==> config.mk <==
export PLATFORM = sky130hd
export DESIGN_NAME = mbox_cmd_seq
export DESIGN_NICKNAME = d
export VERILOG_FILES = /design/src/rtl/mbox_pkg.sv /design/src/rtl/mbox_us_tick.sv /design/src/rtl/mbox_wait_timer.sv /design/src/rtl/mbox_cmd_seq.sv
export SDC_FILE = /design/constraint.sdc
export NUM_CORES = 1
export LEC_CHECK = 0
export ABC_AREA = 1
export CORE_MARGIN = 4
export CORE_UTILIZATION = 35
export CTS_CLUSTER_SIZE = 24
export DETAILED_ROUTE_END_ITERATION = 8
export GPL_TIMING_DRIVEN = 0
export SLEW_MARGIN = 15
export SYNTH_ARGS = -nofsm -noshare
export SYNTH_HDL_FRONTEND = slang
export SYNTH_SLANG_ARGS = --single-unit
==> constraint.sdc <==
create_clock -name clk -period 2.1 [get_ports clk]
set_input_delay 0.42 -clock clk [delete_from_list [all_inputs] [get_ports clk]]
set_output_delay 0.42 -clock clk [all_outputs]
set_load 0.005 [all_outputs]
==> src/rtl/mbox_pkg.sv <==
package mbox_pkg;

  typedef logic [31:0] mbx_word_t;

  // mailbox register byte offsets inside the controller window
  localparam mbx_word_t MBX_OFS_MSG = 32'h0000_0538;
  localparam mbx_word_t MBX_OFS_RSP = 32'h0000_0980;
  localparam mbx_word_t MBX_OFS_ARG = 32'h0000_09BC;

  // result codes returned by the microcontroller
  localparam mbx_word_t RC_OK      = 32'h0000_0001;
  localparam mbx_word_t RC_BUSY    = 32'h0000_00FC;
  localparam mbx_word_t RC_PREREQ  = 32'h0000_00FD;
  localparam mbx_word_t RC_UNKNOWN = 32'h0000_00FE;
  localparam mbx_word_t RC_FAILED  = 32'h0000_00FF;

  typedef enum logic [2:0] {
    MS_OK      = 3'd0,
    MS_BUSY    = 3'd1,
    MS_INVAL   = 3'd2,
    MS_IO      = 3'd3,
    MS_NOREACH = 3'd4,
    MS_RSP_TMO = 3'd5
  } mbx_status_e;

  typedef enum logic [3:0] {
    FS_IDLE,
    FS_PRE_RD,
    FS_PRE_WT,
    FS_CLR,
    FS_ARG,
    FS_MSG,
    FS_POST_RD,
    FS_POST_WT,
    FS_SETTLE,
    FS_DATA_RD,
    FS_DONE
  } mbx_state_e;

  function automatic mbx_status_e decode_rsp(input mbx_word_t rsp);
    case (rsp)
      RC_OK:                 return MS_OK;
      RC_BUSY:               return MS_BUSY;
      RC_UNKNOWN:            return MS_INVAL;
      RC_PREREQ, RC_FAILED:  return MS_IO;
      default:               return MS_IO;
    endcase
  endfunction

  function automatic logic state_is_access(input mbx_state_e s);
    return (s == FS_PRE_RD) || (s == FS_CLR) || (s == FS_ARG) ||
           (s == FS_MSG) || (s == FS_POST_RD) || (s == FS_DATA_RD);
  endfunction

  function automatic logic state_is_write(input mbx_state_e s);
    return (s == FS_CLR) || (s == FS_ARG) || (s == FS_MSG);
  endfunction

  function automatic mbx_word_t state_offset(input mbx_state_e s);
    case (s)
      FS_ARG, FS_DATA_RD: return MBX_OFS_ARG;
      FS_MSG:             return MBX_OFS_MSG;
      default:            return MBX_OFS_RSP;
    endcase
  endfunction

endpackage

==> src/rtl/mbox_us_tick.sv <==
module mbox_us_tick #(
  parameter int TICK_DIV = 100
) (
  input  logic clk,
  input  logic rst_n,
  input  logic clear,
  output logic tick
);
  localparam int DIV_W = (TICK_DIV > 1) ? $clog2(TICK_DIV) : 1;

  logic [DIV_W-1:0] cnt;

  assign tick = (cnt == DIV_W'(TICK_DIV - 1));

  always_ff @(posedge clk or negedge rst_n) begin
    if (!rst_n)         cnt <= '0;
    else if (clear)     cnt <= '0;
    else if (tick)      cnt <= '0;
    else                cnt <= cnt + 1'b1;
  end
endmodule

==> src/rtl/mbox_wait_timer.sv <==
module mbox_wait_timer #(
  parameter int CNT_W = 12
) (
  input  logic             clk,
  input  logic             rst_n,
  input  logic             start,
  input  logic [CNT_W-1:0] load_us,
  input  logic             tick,
  output logic             expired
);
  logic [CNT_W-1:0] remain;

  assign expired = tick && (remain == CNT_W'(1)) && !start;

  always_ff @(posedge clk or negedge rst_n) begin
    if (!rst_n)                          remain <= '0;
    else if (start)                      remain <= load_us;
    else if (tick && (remain != '0))     remain <= remain - 1'b1;
  end
endmodule

==> src/rtl/mbox_cmd_seq.sv <==
module mbox_cmd_seq
  import mbox_pkg::*;
#(
  parameter int ADDR_W     = 12,
  parameter int TICK_DIV   = 100,
  parameter int POLL_US    = 100,
  parameter int POLL_LIMIT = 20000,
  parameter int SETTLE_US  = 2000
) (
  input  logic              clk,
  input  logic              rst_n,
  input  logic              req_valid,
  output logic              req_ready,
  input  logic [7:0]        req_msg,
  input  logic [31:0]       req_arg,
  input  logic              req_want_data,
  output logic              done,
  output logic [2:0]        done_status,
  output logic [31:0]       done_data,
  output logic              bus_req,
  output logic              bus_we,
  output logic [ADDR_W-1:0] bus_addr,
  output logic [31:0]       bus_wdata,
  input  logic [31:0]       bus_rdata,
  input  logic              bus_ack
);
  localparam int MAX_US = (POLL_US > SETTLE_US) ? POLL_US : SETTLE_US;
  localparam int US_W   = $clog2(MAX_US + 1);
  localparam int POLL_W = $clog2(POLL_LIMIT + 1);

  mbx_state_e        state;
  logic [7:0]        msg_q;
  logic [31:0]       arg_q;
  logic              want_q;
  logic [POLL_W-1:0] poll_cnt;
  mbx_status_e       status_q;
  logic [31:0]       data_q;

  // named internal events
  logic            accept;
  logic            access_done;
  logic            rsp_zero;
  logic            poll_last;
  logic            timer_start;
  logic [US_W-1:0] timer_load;
  logic            us_tick;
  logic            wait_over;
  mbx_status_e     rsp_class;

  assign accept      = req_valid && req_ready;
  assign access_done = bus_req && bus_ack;
  assign rsp_zero    = (bus_rdata == '0);
  assign poll_last   = (poll_cnt == POLL_W'(POLL_LIMIT - 1));
  assign rsp_class   = decode_rsp(bus_rdata);

  always_comb begin
    timer_start = 1'b0;
    timer_load  = US_W'(POLL_US);
    if (access_done && rsp_zero && !poll_last &&
        ((state == FS_PRE_RD) || (state == FS_POST_RD))) begin
      timer_start = 1'b1;
    end else if (access_done && (state == FS_POST_RD) && !rsp_zero &&
                 (rsp_class == MS_OK) && want_q) begin
      timer_start = 1'b1;
      timer_load  = US_W'(SETTLE_US);
    end
  end

  mbox_us_tick #(.TICK_DIV(TICK_DIV)) u_tick (
    .clk   (clk),
    .rst_n (rst_n),
    .clear (timer_start),
    .tick  (us_tick)
  );

  mbox_wait_timer #(.CNT_W(US_W)) u_timer (
    .clk     (clk),
    .rst_n   (rst_n),
    .start   (timer_start),
    .load_us (timer_load),
    .tick    (us_tick),
    .expired (wait_over)
  );

  always_ff @(posedge clk or negedge rst_n) begin
    if (!rst_n) begin
      state    <= FS_IDLE;
      msg_q    <= '0;
      arg_q    <= '0;
      want_q   <= 1'b0;
      poll_cnt <= '0;
      status_q <= MS_OK;
      data_q   <= '0;
    end else begin
      case (state)
        FS_IDLE: if (accept) begin
          msg_q    <= req_msg;
          arg_q    <= req_arg;
          want_q   <= req_want_data;
          poll_cnt <= '0;
          data_q   <= '0;
          state    <= FS_PRE_RD;
        end
        FS_PRE_RD: if (access_done) begin
          if (!rsp_zero) begin
            poll_cnt <= '0;
            state    <= FS_CLR;
          end else if (poll_last) begin
            status_q <= MS_NOREACH;
            state    <= FS_DONE;
          end else begin
            poll_cnt <= poll_cnt + 1'b1;
            state    <= FS_PRE_WT;
          end
        end
        FS_PRE_WT:  if (wait_over)   state <= FS_PRE_RD;
        FS_CLR:     if (access_done) state <= FS_ARG;
        FS_ARG:     if (access_done) state <= FS_MSG;
        FS_MSG: if (access_done) begin
          poll_cnt <= '0;
          state    <= FS_POST_RD;
        end
        FS_POST_RD: if (access_done) begin
          if (!rsp_zero) begin
            status_q <= rsp_class;
            state    <= ((rsp_class == MS_OK) && want_q) ? FS_SETTLE : FS_DONE;
          end else if (poll_last) begin
            status_q <= MS_RSP_TMO;
            state    <= FS_DONE;
          end else begin
            poll_cnt <= poll_cnt + 1'b1;
            state    <= FS_POST_WT;
          end
        end
        FS_POST_WT: if (wait_over)   state <= FS_POST_RD;
        FS_SETTLE:  if (wait_over)   state <= FS_DATA_RD;
        FS_DATA_RD: if (access_done) begin
          data_q <= bus_rdata;
          state  <= FS_DONE;
        end
        FS_DONE:    state <= FS_IDLE;
        default:    state <= FS_IDLE;
      endcase
    end
  end

  // bus port: fields derived from the held state, so stable until ack
  always_comb begin
    bus_req   = state_is_access(state);
    bus_we    = state_is_write(state);
    bus_addr  = ADDR_W'(state_offset(state));
    bus_wdata = '0;
    if (state == FS_ARG)      bus_wdata = arg_q;
    else if (state == FS_MSG) bus_wdata = {24'd0, msg_q};
  end

  assign req_ready   = (state == FS_IDLE);
  assign done        = (state == FS_DONE);
  assign done_status = status_q;
  assign done_data   = data_q;

endmodule

==> impl_metrics.py <==
metrics = {
    "clock_network": {
        "worst_skew_pair.late_latency_ps": 420,
        "ctsHtreeMaxLevel": 4,
        "root_buffer": "clkbuf_16",
        "tritoncts": "built",
        "cts_sinks": 113,
        "cts_buffers": 17,
        "cts_buffer_depth": 2,
        "clk_pin_slew_ps": 60,
    },
    "floorplanning": {
        "dieArea_sq_um": 18800,
        "rows": 46,
        "ios": 160,
        "start_util_pct": 36.3,
        "core_area_sq_um": 16100,
        "die_h_um": 137,
        "die_w_um": 137,
    },
    "synthesis": {
        "avgSynthCellArea_sq_um": 8.20,
        "synth_seq_cells": 113,
        "netlist_instances": 713,
        "synth.distinct_cells": 42,
        "ys.flop_type": "dfrtp_1",
        "synth-edff-count": 0,
        "yosysSeqAreaShare_pct": 48.4,
        "syn_area_sq_um": 5850,
        "yosys_warnings": 0,
        "synth_common_cells": "nor2_1, dfrtp_1, inv_1, nand2_1, nand3_1",
        "synthTopCellsByArea": "dfrtp_1, nor2_1, inv_1, nand3_1, o21ai_0",
        "synth_area_leader_cell": "dfrtp_1",
        "synth_most_common_cell": "nor2_1",
        "netlist.area_leader.share_pct": 48.4,
        "postSynth.asyncResetShare_pct": 100,
    },
    "sta": {
        "fin_crit_ps": 2240,
        "finalSetupViolCount": 39,
        "setup_ws_ps": -138,
        "grt_setup_unrepaired": "yes",
        "fmax_ghz": 0.447,
        "fin_crit_sh_pct": 107,
        "hold_violations": 0,
        "skew_ps": 7.64,
        "slew_violations": 0,
    },
    "worst_setup_path": {
        "end_kind": "output port",
        "r2r_slack_ps": 50,
        "max_stage_delay_ps": 410,
        "startpoint_type": "register",
        "arrival_ps": 1820,
        "required_ps": 1680,
        "crit_fanout": 5,
        "worst_path_max_delay_cell": "dfrtp_2",
        "path_class": "register to output port",
        "path_cells": "buf_4 > inv_4 > nand2_4 > inv_2 > nand2_4 > buf_6 > clkinv_8 > buf_6 > a22o_1 > buf_2",
        "cp.buffers_inverters": 7,
        "crit_family": "buffers and inverters",
    },
    "route": {
        "first_iter_violations": 248,
        "viasPerCell": 4.69,
        "drc_errors": 0,
        "ant_nets": 0,
        "num_vias": 5474,
        "avgRoutedWirePerCell_um": 14.8,
        "wl_met1_um": 7570,
        "met3_length_um": 1290,
        "dr_wl_met2_um": 8040,
        "dr.max_layer_used": "met4",
        "drt_wl_total_um": 17200,
        "first_pass_iters": 4,
    },
    "pwr": {
        "p_int_mw": 6.44,
        "irDropWorstVdd_v": 0.000731,
        "p_leak_nw": 4.14,
        "sw_frac_of_total_pct": 36.3,
        "seq_power_share_pct": 30.5,
        "power_frac_clock_pct": 26.4,
        "power.switching_mw": 3.66,
        "p_per_area_nw_per_um2": 1130,
        "pwr-share-comb_pct": 43.1,
    },
    "global_route": {
        "overflow": 0,
        "grt_pass1_vias": 5426,
        "grt_max_degree": 66,
        "grt_pass1_wl_um": 27900,
        "grt_util_all_layers_pct": 19.0,
        "grt_antenna_before_repair": 0,
    },
    "finish": {
        "fillers": 1491,
        "final_util_pct": 55.6,
        "drive_above_1_share_pct": 27.3,
        "diodes": 0,
        "syn_to_final_growth_pct": 53.2,
        "design_area_sq_um": 8950,
        "nets": 1018,
    },
    "placed_design": {
        "dpl_cell_area_sq_um": 7700,
        "io_buffers": 154,
        "gp_congestion": 0.861,
        "hpwlAfterDp_um": 11700,
    },
    "outcome": {
        "outcome": "finished, violations left",
        "violations": "negative setup slack",
    },
    "run": {
        "maxCapViolCount": 0,
    },
    "hold_path": {
        "hold_class": "register to register",
    },
}
==> stage by stage <==
stage          total power [mW]  setup WS [ps]  std cells  hold WS [ps]  TNS [ps]
2_1_floorplan              5.00            139        716           124         0
3_3_place_gp               6.47          -4080       1086           445   -488200
3_5_place_dp               6.51           -846       1087           397    -28540
4_1_cts                    9.81           -178       1158           458     -3370
5_1_grt                    10.8           -221       1166           475     -7270
6_report                   10.1           -138       1166           453     -3880
==> registers in the layout (all words and copies together), names as in the netlist <==
name / count
want_q: 1
msg_q: 8
state: 4
u_timer.remain: 11
done_status: 3
done_data: 32
u_tick.cnt: 7
poll_cnt: 15
arg_q: 32
==> cell families (layout without fill, tap and decap cells) <==
family                     after synthesis  after routing  share of synthesized area [%]
other                                    2              5                          0.128
xor gates and xnor gates                11             11                           1.65
buffers and inverters                  144            377                           10.4
AOI/OAI and AO/OA                      123            123                           11.8
adders and majority gates                4              4                          0.856
muxes                                   16             16                           3.08
and+or+nand+nor                        300            301                           23.7
DFF                                    113            113                           48.4
==> repair_timing <==
item                       CTS  global route
cloned                       3             1
setup endpoints to repair   44            75
hold endpoints to repair    48             0
hold buffers                 1             0
buffers inserted            35            10
gates resized for setup    244            66
pin swaps                   19            20
==> per-layer routing <==
layer | track usage [%] | vias up
li1 | - | 2748
met1 | 24.9 | 2574
met2 | 28.6 | 126
met3 | 8.18 | 26
met4 | 5.16 | 0
met5 | 0 | -
==> power groups by stage <==
| stage | clock [mW] | combinational (mW) | sequential [mW] |
|---|---|---|---|
| after global routing | 2.84 | 4.79 | 3.15 |
| final | 2.67 | 4.35 | 3.08 |
| after global placement | 0 | 3.37 | 3.11 |
| after floorplan | 0 | 1.93 | 3.06 |
| after CTS | 2.73 | 3.99 | 3.08 |
| after detailed placement | 0 | 3.40 | 3.11 |
==> final cells by class <==
cell class                 count  area, sq um  share of cell area (%)
sequential                   113         2830                    31.6
multi-input combinational    460         2750                    30.7
timing repair buffer         201         1860                    20.8
inverter                     117          477                    5.32
clock buffer                  19          453                    5.06
tap                          216          270                    3.02
buffer                        26          200                    2.24
clock inverter                13          104                    1.16
timing repair inverter         1         8.76                  0.0978
==> worst paths after layout <==
kind,startpoint,endpoint,depth (start not counted)
hold / removal,u_tick.cnt[0]$_DFF_PN0_,u_tick.cnt[0]$_DFF_PN0_,1
setup / recovery,state[1]$_DFFE_PN0P_,bus_wdata[6],10
max in group asynchronous,rst_n,msg_q[1]$_DFFE_PN0P_,3
min in group asynchronous,rst_n,poll_cnt[2]$_DFFE_PN0P_,2
hold reg to reg,u_tick.cnt[0]$_DFF_PN0_,u_tick.cnt[0]$_DFF_PN0_,1
setup reg to reg,state[1]$_DFFE_PN0P_,state[1]$_DFFE_PN0P_,15
==> cell usage in the layout, fill, tap and decap left out, types with 8 or more instances in the layout <==
cell type / Yosys / layout
nand4_1: 10 / 10
nor2_2: 8 / 24
mux2_2: 16 / 16
a21oi_1: 41 / 41
nor2_1: 122 / 84
inv_1: 103 / 99
nor3_1: 9 / 8
nand3_1: 62 / 56
clkdlybuf4s50_1: 0 / 110
nand2_4: 3 / 8
buf_2: 9 / 42
o21ai_0: 52 / 48
nor2_4: 4 / 26
buf_4: 11 / 29
o21ai_1: 4 / 8
buf_6: 1 / 33
xor2_1: 9 / 9
nand2_1: 69 / 63
clkbuf_16: 0 / 19
inv_2: 10 / 11
dfrtp_1: 113 / 111
clkinvlp_4: 0 / 8
a22o_1: 9 / 9
(Power assumes the default switching activity.)
